**src/rtl/mbx_pkg.sv**
```systemverilog
package mbx_pkg;

   // Address of the mailbox owned by port index idx (0-based):
   // the mailboxes occupy the top num_ports locations of the space.
   function automatic longint unsigned mbox_addr(input int addr_w,
                                                 input int num_ports,
                                                 input int idx);
      longint unsigned top;
      top = (longint'(1) << addr_w) - 1;
      return top - longint'(num_ports) + 1 + longint'(idx);
   endfunction

   // True when n is a nonzero power of two.
   function automatic bit is_pow2(input int n);
      return (n > 0) && ((n & (n - 1)) == 0);
   endfunction

endpackage

```
**src/rtl/mbx_addr_decode.sv**
```systemverilog
// Decodes one port's address into a per-mailbox hit vector.
module mbx_addr_decode #(
   parameter int NUM_PORTS = 4,
   parameter int ADDR_W    = 12
) (
   input  logic [ADDR_W-1:0]    addr,
   output logic [NUM_PORTS-1:0] hit
);
   localparam bit POW2  = mbx_pkg::is_pow2(NUM_PORTS);
   localparam int IDX_W = (NUM_PORTS > 1) ? $clog2(NUM_PORTS) : 1;

   generate
      if (POW2) begin : g_window
         // Mailbox window is aligned: upper bits all ones, low bits index.
         localparam int UP_W = ADDR_W - IDX_W;
         logic             in_window;
         logic [IDX_W-1:0] slot;

         assign in_window = &addr[ADDR_W-1:IDX_W];
         assign slot      = addr[IDX_W-1:0];

         for (genvar m = 0; m < NUM_PORTS; m++) begin : g_slot
            assign hit[m] = in_window && (slot == IDX_W'(m));
         end
         if (UP_W < 1) begin : g_bad_window
            $error("mbx_addr_decode: no upper bits left for the window match");
         end
      end else begin : g_compare
         // Unaligned window: one comparator per mailbox.
         for (genvar m = 0; m < NUM_PORTS; m++) begin : g_slot
            localparam logic [ADDR_W-1:0] MB_ADDR =
               ADDR_W'(mbx_pkg::mbox_addr(ADDR_W, NUM_PORTS, m));
            assign hit[m] = (addr == MB_ADDR);
         end
      end
   endgenerate

endmodule

```
**src/rtl/mbx_req_matrix.sv**
```systemverilog
// Turns per-port decoded hits and strobes into per-mailbox set/clear requests.
module mbx_req_matrix #(
   parameter int NUM_PORTS = 4
) (
   input  logic [NUM_PORTS-1:0]                wr_en,
   input  logic [NUM_PORTS-1:0]                rd_en,
   input  logic [NUM_PORTS-1:0][NUM_PORTS-1:0] hit,     // [accessing port][mailbox]
   output logic [NUM_PORTS-1:0]                set_req,
   output logic [NUM_PORTS-1:0]                clr_req
);
   generate
      for (genvar o = 0; o < NUM_PORTS; o++) begin : g_owner
         logic [NUM_PORTS-1:0] writer_hits;
         logic [NUM_PORTS-1:0] foreign_mask;

         // Every port except the owner may set the owner's flag.
         for (genvar j = 0; j < NUM_PORTS; j++) begin : g_writer
            assign foreign_mask[j] = (j != o);
            assign writer_hits[j]  = wr_en[j] && hit[j][o];
         end

         assign set_req[o] = |(writer_hits & foreign_mask);
         // Only the owner's read of its own mailbox clears.
         assign clr_req[o] = rd_en[o] && hit[o][o];
      end
   endgenerate

endmodule

```
**src/rtl/mbx_flag_cell.sv**
```systemverilog
// One registered interrupt flag; set has priority over clear.
module mbx_flag_cell (
   input  logic clk,
   input  logic rst_n,
   input  logic set_req,
   input  logic clr_req,
   output logic irq_n
);
   logic pending_q;
   logic pending_d;

   always_comb begin
      pending_d = pending_q;
      if (set_req) begin
         pending_d = 1'b1;
      end else if (clr_req) begin
         pending_d = 1'b0;
      end
   end

   always_ff @(posedge clk or negedge rst_n) begin
      if (!rst_n) begin
         pending_q <= 1'b0;
      end else begin
         pending_q <= pending_d;
      end
   end

   assign irq_n = ~pending_q;

endmodule

```
**src/rtl/mbx_irq_ctrl.sv**
```systemverilog
// Mailbox interrupt controller for a multi-port shared memory.
module mbx_irq_ctrl #(
   parameter int NUM_PORTS = 4,
   parameter int ADDR_W    = 12
) (
   input  logic                          clk,
   input  logic                          rst_n,
   input  logic [NUM_PORTS-1:0]          wr_en,
   input  logic [NUM_PORTS-1:0]          rd_en,
   input  logic [NUM_PORTS*ADDR_W-1:0]   addr,
   output logic [NUM_PORTS-1:0]          irq_n
);
   localparam longint unsigned SPACE = longint'(1) << ADDR_W;

   // Elaboration-time parameter checks.
   generate
      if (NUM_PORTS < 2) begin : g_bad_ports
         $error("mbx_irq_ctrl: NUM_PORTS must be at least 2");
      end
      if (ADDR_W < 2 || ADDR_W > 40) begin : g_bad_width
         $error("mbx_irq_ctrl: ADDR_W must lie in 2..40");
      end
      if (longint'(NUM_PORTS) >= SPACE) begin : g_bad_space
         $error("mbx_irq_ctrl: mailboxes must leave room for ordinary memory");
      end
   endgenerate

   logic [NUM_PORTS-1:0][NUM_PORTS-1:0] hit;
   logic [NUM_PORTS-1:0]                set_req;
   logic [NUM_PORTS-1:0]                clr_req;

   generate
      for (genvar p = 0; p < NUM_PORTS; p++) begin : g_port
         mbx_addr_decode #(
            .NUM_PORTS (NUM_PORTS),
            .ADDR_W    (ADDR_W)
         ) u_dec (
            .addr (addr[p*ADDR_W +: ADDR_W]),
            .hit  (hit[p])
         );

         mbx_flag_cell u_flag (
            .clk     (clk),
            .rst_n   (rst_n),
            .set_req (set_req[p]),
            .clr_req (clr_req[p]),
            .irq_n   (irq_n[p])
         );
      end
   endgenerate

   mbx_req_matrix #(
      .NUM_PORTS (NUM_PORTS)
   ) u_req (
      .wr_en   (wr_en),
      .rd_en   (rd_en),
      .hit     (hit),
      .set_req (set_req),
      .clr_req (clr_req)
   );

endmodule

```
**config.mk**
```make
export PLATFORM = sky130hd
export DESIGN_NAME = mbx_irq_ctrl
export DESIGN_NICKNAME = d
export VERILOG_FILES = /design/src/rtl/mbx_pkg.sv /design/src/rtl/mbx_addr_decode.sv /design/src/rtl/mbx_req_matrix.sv /design/src/rtl/mbx_flag_cell.sv /design/src/rtl/mbx_irq_ctrl.sv
export SDC_FILE = /design/constraint.sdc
export NUM_CORES = 1
export LEC_CHECK = 0
export ABC_AREA = 1
export CAP_MARGIN = 20
export CELL_PAD_IN_SITES_DETAIL_PLACEMENT = 0
export CELL_PAD_IN_SITES_GLOBAL_PLACEMENT = 1
export CORE_UTILIZATION = 30
export CTS_CLUSTER_DIAMETER = 100
export DETAILED_ROUTE_END_ITERATION = 16
export DONT_BUFFER_PORTS = 1
export GPL_TIMING_DRIVEN = 1
export MAX_ROUTING_LAYER = met4
export PLACE_DENSITY = 0.76
export SYNTH_ARGS = -nofsm -noshare
export SYNTH_HDL_FRONTEND = slang
export SYNTH_HIERARCHICAL = 1
export SYNTH_SLANG_ARGS = --single-unit
export TNS_END_PERCENT = 50
```
**constraint.sdc**
```tcl
create_clock -name clk -period 0.8 [get_ports clk]
set_input_delay 0.16 -clock clk [delete_from_list [all_inputs] [get_ports clk]]
set_output_delay 0.16 -clock clk [all_outputs]
set_load 0.05 [all_outputs]
```
==> results.sh <==
export IMPL_status="finished, violations left"
export IMPL_violations="negative setup slack"
export IMPL_synth_yosys_seq_area_share_pct=16.5
export IMPL_rsz0062_at_grt="true"
export IMPL_post_place_cells=152
export IMPL_cp_cell_sequence="clkinvlp_4"
export IMPL_cap_viol_max_count=0
export IMPL_cp_data_arrival_time_ps=870
export IMPL_clk_pin_slew_ps=30
export IMPL_dieHeight_um=46.9
export IMPL_register_area_sq_um=100
export IMPL_track_usage_pct=13.3
export IMPL_firstDrtPassIters=3
export IMPL_fillers=219
export IMPL_num_vias=669
export IMPL_cellLeakagePower_nw=0.409
export IMPL_final_cells=158
export IMPL_clkSinkCount=4
export IMPL_placed_area_sq_um=692
export IMPL_hold_viol=0
export IMPL_clock_latency_ps=220
export IMPL_required_ps=640
export IMPL_drt_wl_total_mm=1.27
export IMPL_critPathLaunchType="flip-flop"
export IMPL_period_needed_ps=1030
export IMPL_design_area_sq_um=739
export IMPL_cp_max_fo=2
export IMPL_worst_slack_ps=-225
export IMPL_hp_class="input port to flip-flop"
export IMPL_io_pins=62
export IMPL_cts_tree="done"
export IMPL_tightestPinTransition_ps=248
export IMPL_cts_htree_levels=1
export IMPL_core_area_sq_mm=0.00180
export IMPL_layout_nets=193
export IMPL_wl_per_cell_um=8.03
export IMPL_synth_area_leaders="nand2_1 (37%), inv_1 (17%), dfrtp_1 (17%)"
export IMPL_placementRows=15
export IMPL_drc=0
export IMPL_first_iter_violations=8
export IMPL_initial_core_util_pct=33.6
export IMPL_setup_viol=5
export IMPL_hpwl_mm=1.20
export IMPL_drive_above_1_share_pct=18.8
export IMPL_synthToLayoutAreaGrowth_pct=22.1
export IMPL_fin_util_pct=41.0
export IMPL_synth_seq_cells=4
export IMPL_max_stage_delay_ps=380
export IMPL_critical_path_top_delay_family="flip-flops"
export IMPL_antenna_found_initial=0
export IMPL_cts_root_buf="clkbuf_4"
export IMPL_drv_slew=0
export IMPL_fin_crit_sh_pct=128
export IMPL_powerDensity_mw_per_mm2=779
export IMPL_largest_register="g_port.u_flag/pending_q"
export IMPL_syn_avg_cell_area_sq_um=4.88
export IMPL_path_buf_inv=1
export IMPL_yosys_area_top_type_share_pct=37.2
export IMPL_insertedDiodeCount=0
export IMPL_multi_input_area_sq_um=400
export IMPL_via_per_inst=4.23
export IMPL_irDropWorstVdd_mv=0.258
export IMPL_grt_ovfl_total=0
export IMPL_yosys_cell_types_count=7
export IMPL_yosysWarnings=6
export IMPL_holdWs_ps=141
export IMPL_clockBufferDepth=2
export IMPL_gp_congestion=0.695
export IMPL_synth_area_leader_cell="nand2_1"
export IMPL_die_w_um=46.9
export IMPL_largest_reg_flops=4
export IMPL_finClkSkew_ps=0
export IMPL_max_freq_mhz=975
export IMPL_critical_path_class="flip-flop to output port"
export IMPL_synth_cells=124
export IMPL_grt_max_degree=5
export IMPL_syn_cell_area_sq_um=606
export IMPL_reg_largest_list="g_port.u_flag/pending_q x4"
export IMPL_cp_end_kind="output port"
export IMPL_grt_pass1_vias=611
export IMPL_grt_pass1_wl_mm=2.04
export IMPL_crit_slowest_cell="dfrtp_1"
export IMPL_slew_headroom_pct=83.5
export IMPL_cts_buffers=3
export IMPL_die_area_sq_mm=0.00220
export IMPL_synth_net_count=182
export IMPL_final_antenna_net_count=0
export IMPL_io_buffers=0
## cells by family after synthesis
group / after synthesis / share of synthesized area (%)
DFF: 4 / 16.5
and+or+nand+nor: 92 / 66.1
buffers and inverters: 28 / 17.4
## placed cells by master, fill, tap and decap left out, types with 3 or more instances in the layout
| cell type | instances |
|---|---|
| nand3_2 | 5 |
| dfrtp_1 | 4 |
| nand2_1 | 60 |
| nor2_2 | 8 |
| nor2_1 | 16 |
| clkbuf_4 | 3 |
| buf_4 | 3 |
| nand3_1 | 3 |
| inv_1 | 24 |
## per-layer routing
metal | GRT usage, % | routed length (um) | vias to the layer above
met5 | - | 0 | -
met1 | 13.4 | 468 | 275
met4 | 8.57 | 12 | 0
met2 | 23.9 | 694 | 22
met3 | 1.92 | 93 | 2
li1 | - | - | 370
## Yosys cell counts
cell type  count
nand3_2        5
nand3_1        3
nor2_2         8
nor2_1        16
nand2_1       60
dfrtp_1        4
inv_1         28
## power breakdown
part	internal [mW]	switching (mW)	leakage, nW	total [mW]
logic	0.0513	0.0747	0.340	0.126
registers	0.208	0.00406	0.0556	0.213
clock network	0.167	0.0705	0.0138	0.237
## area by class of cell
cell class,instances,share of cell area (%)
well taps,25,4.23
multi-input cells,92,54.1
inverters,28,15.2
clock buffers,3,3.05
flip-flops and latches,4,13.5
repair buffers,6,9.81
## per-stage QoR
stage | total power, mW | setup WS (ps) | setup TNS, ps
after detailed placement | 0.331 | -81.5 | -278
final | 0.576 | -225 | -830
after global placement | 0.328 | -64.5 | -209
after global routing | 0.616 | -268 | -990
after CTS | 0.592 | -237 | -878
after floorplan | 0.310 | -23.4 | -46.7
## worst paths after layout
path / from / end / slack [ps] / depth (start not counted)
worst max-delay path: g_port[0].u_flag/pending_q$_DFFE_PN0P_ / irq_n[0] / -230 / 1
worst min-delay path: wr_en[3] / g_port[0].u_flag/pending_q$_DFFE_PN0P_ / 140 / 4
worst max register to register: g_port[1].u_flag/pending_q$_DFFE_PN0P_ / g_port[1].u_flag/pending_q$_DFFE_PN0P_ / -60 / 4
worst min register to register: g_port[2].u_flag/pending_q$_DFFE_PN0P_ / g_port[2].u_flag/pending_q$_DFFE_PN0P_ / 490 / 2
max in group asynchronous: rst_n / g_port[0].u_flag/pending_q$_DFFE_PN0P_ / 420 / 1
min in group asynchronous: rst_n / g_port[1].u_flag/pending_q$_DFFE_PN0P_ / 210 / 1
## what timing repair did
action | in CTS | in global routing
setup buffers | 2 | 0
cloned | 0 | 0
hold endpoints to repair | 4 | 0
endpoints found under the setup margin | 4 | 5
hold buffers | 1 | 0
gates resized for setup | 2 | 0
No activity file was read; power rests on OpenSTA's default activity.
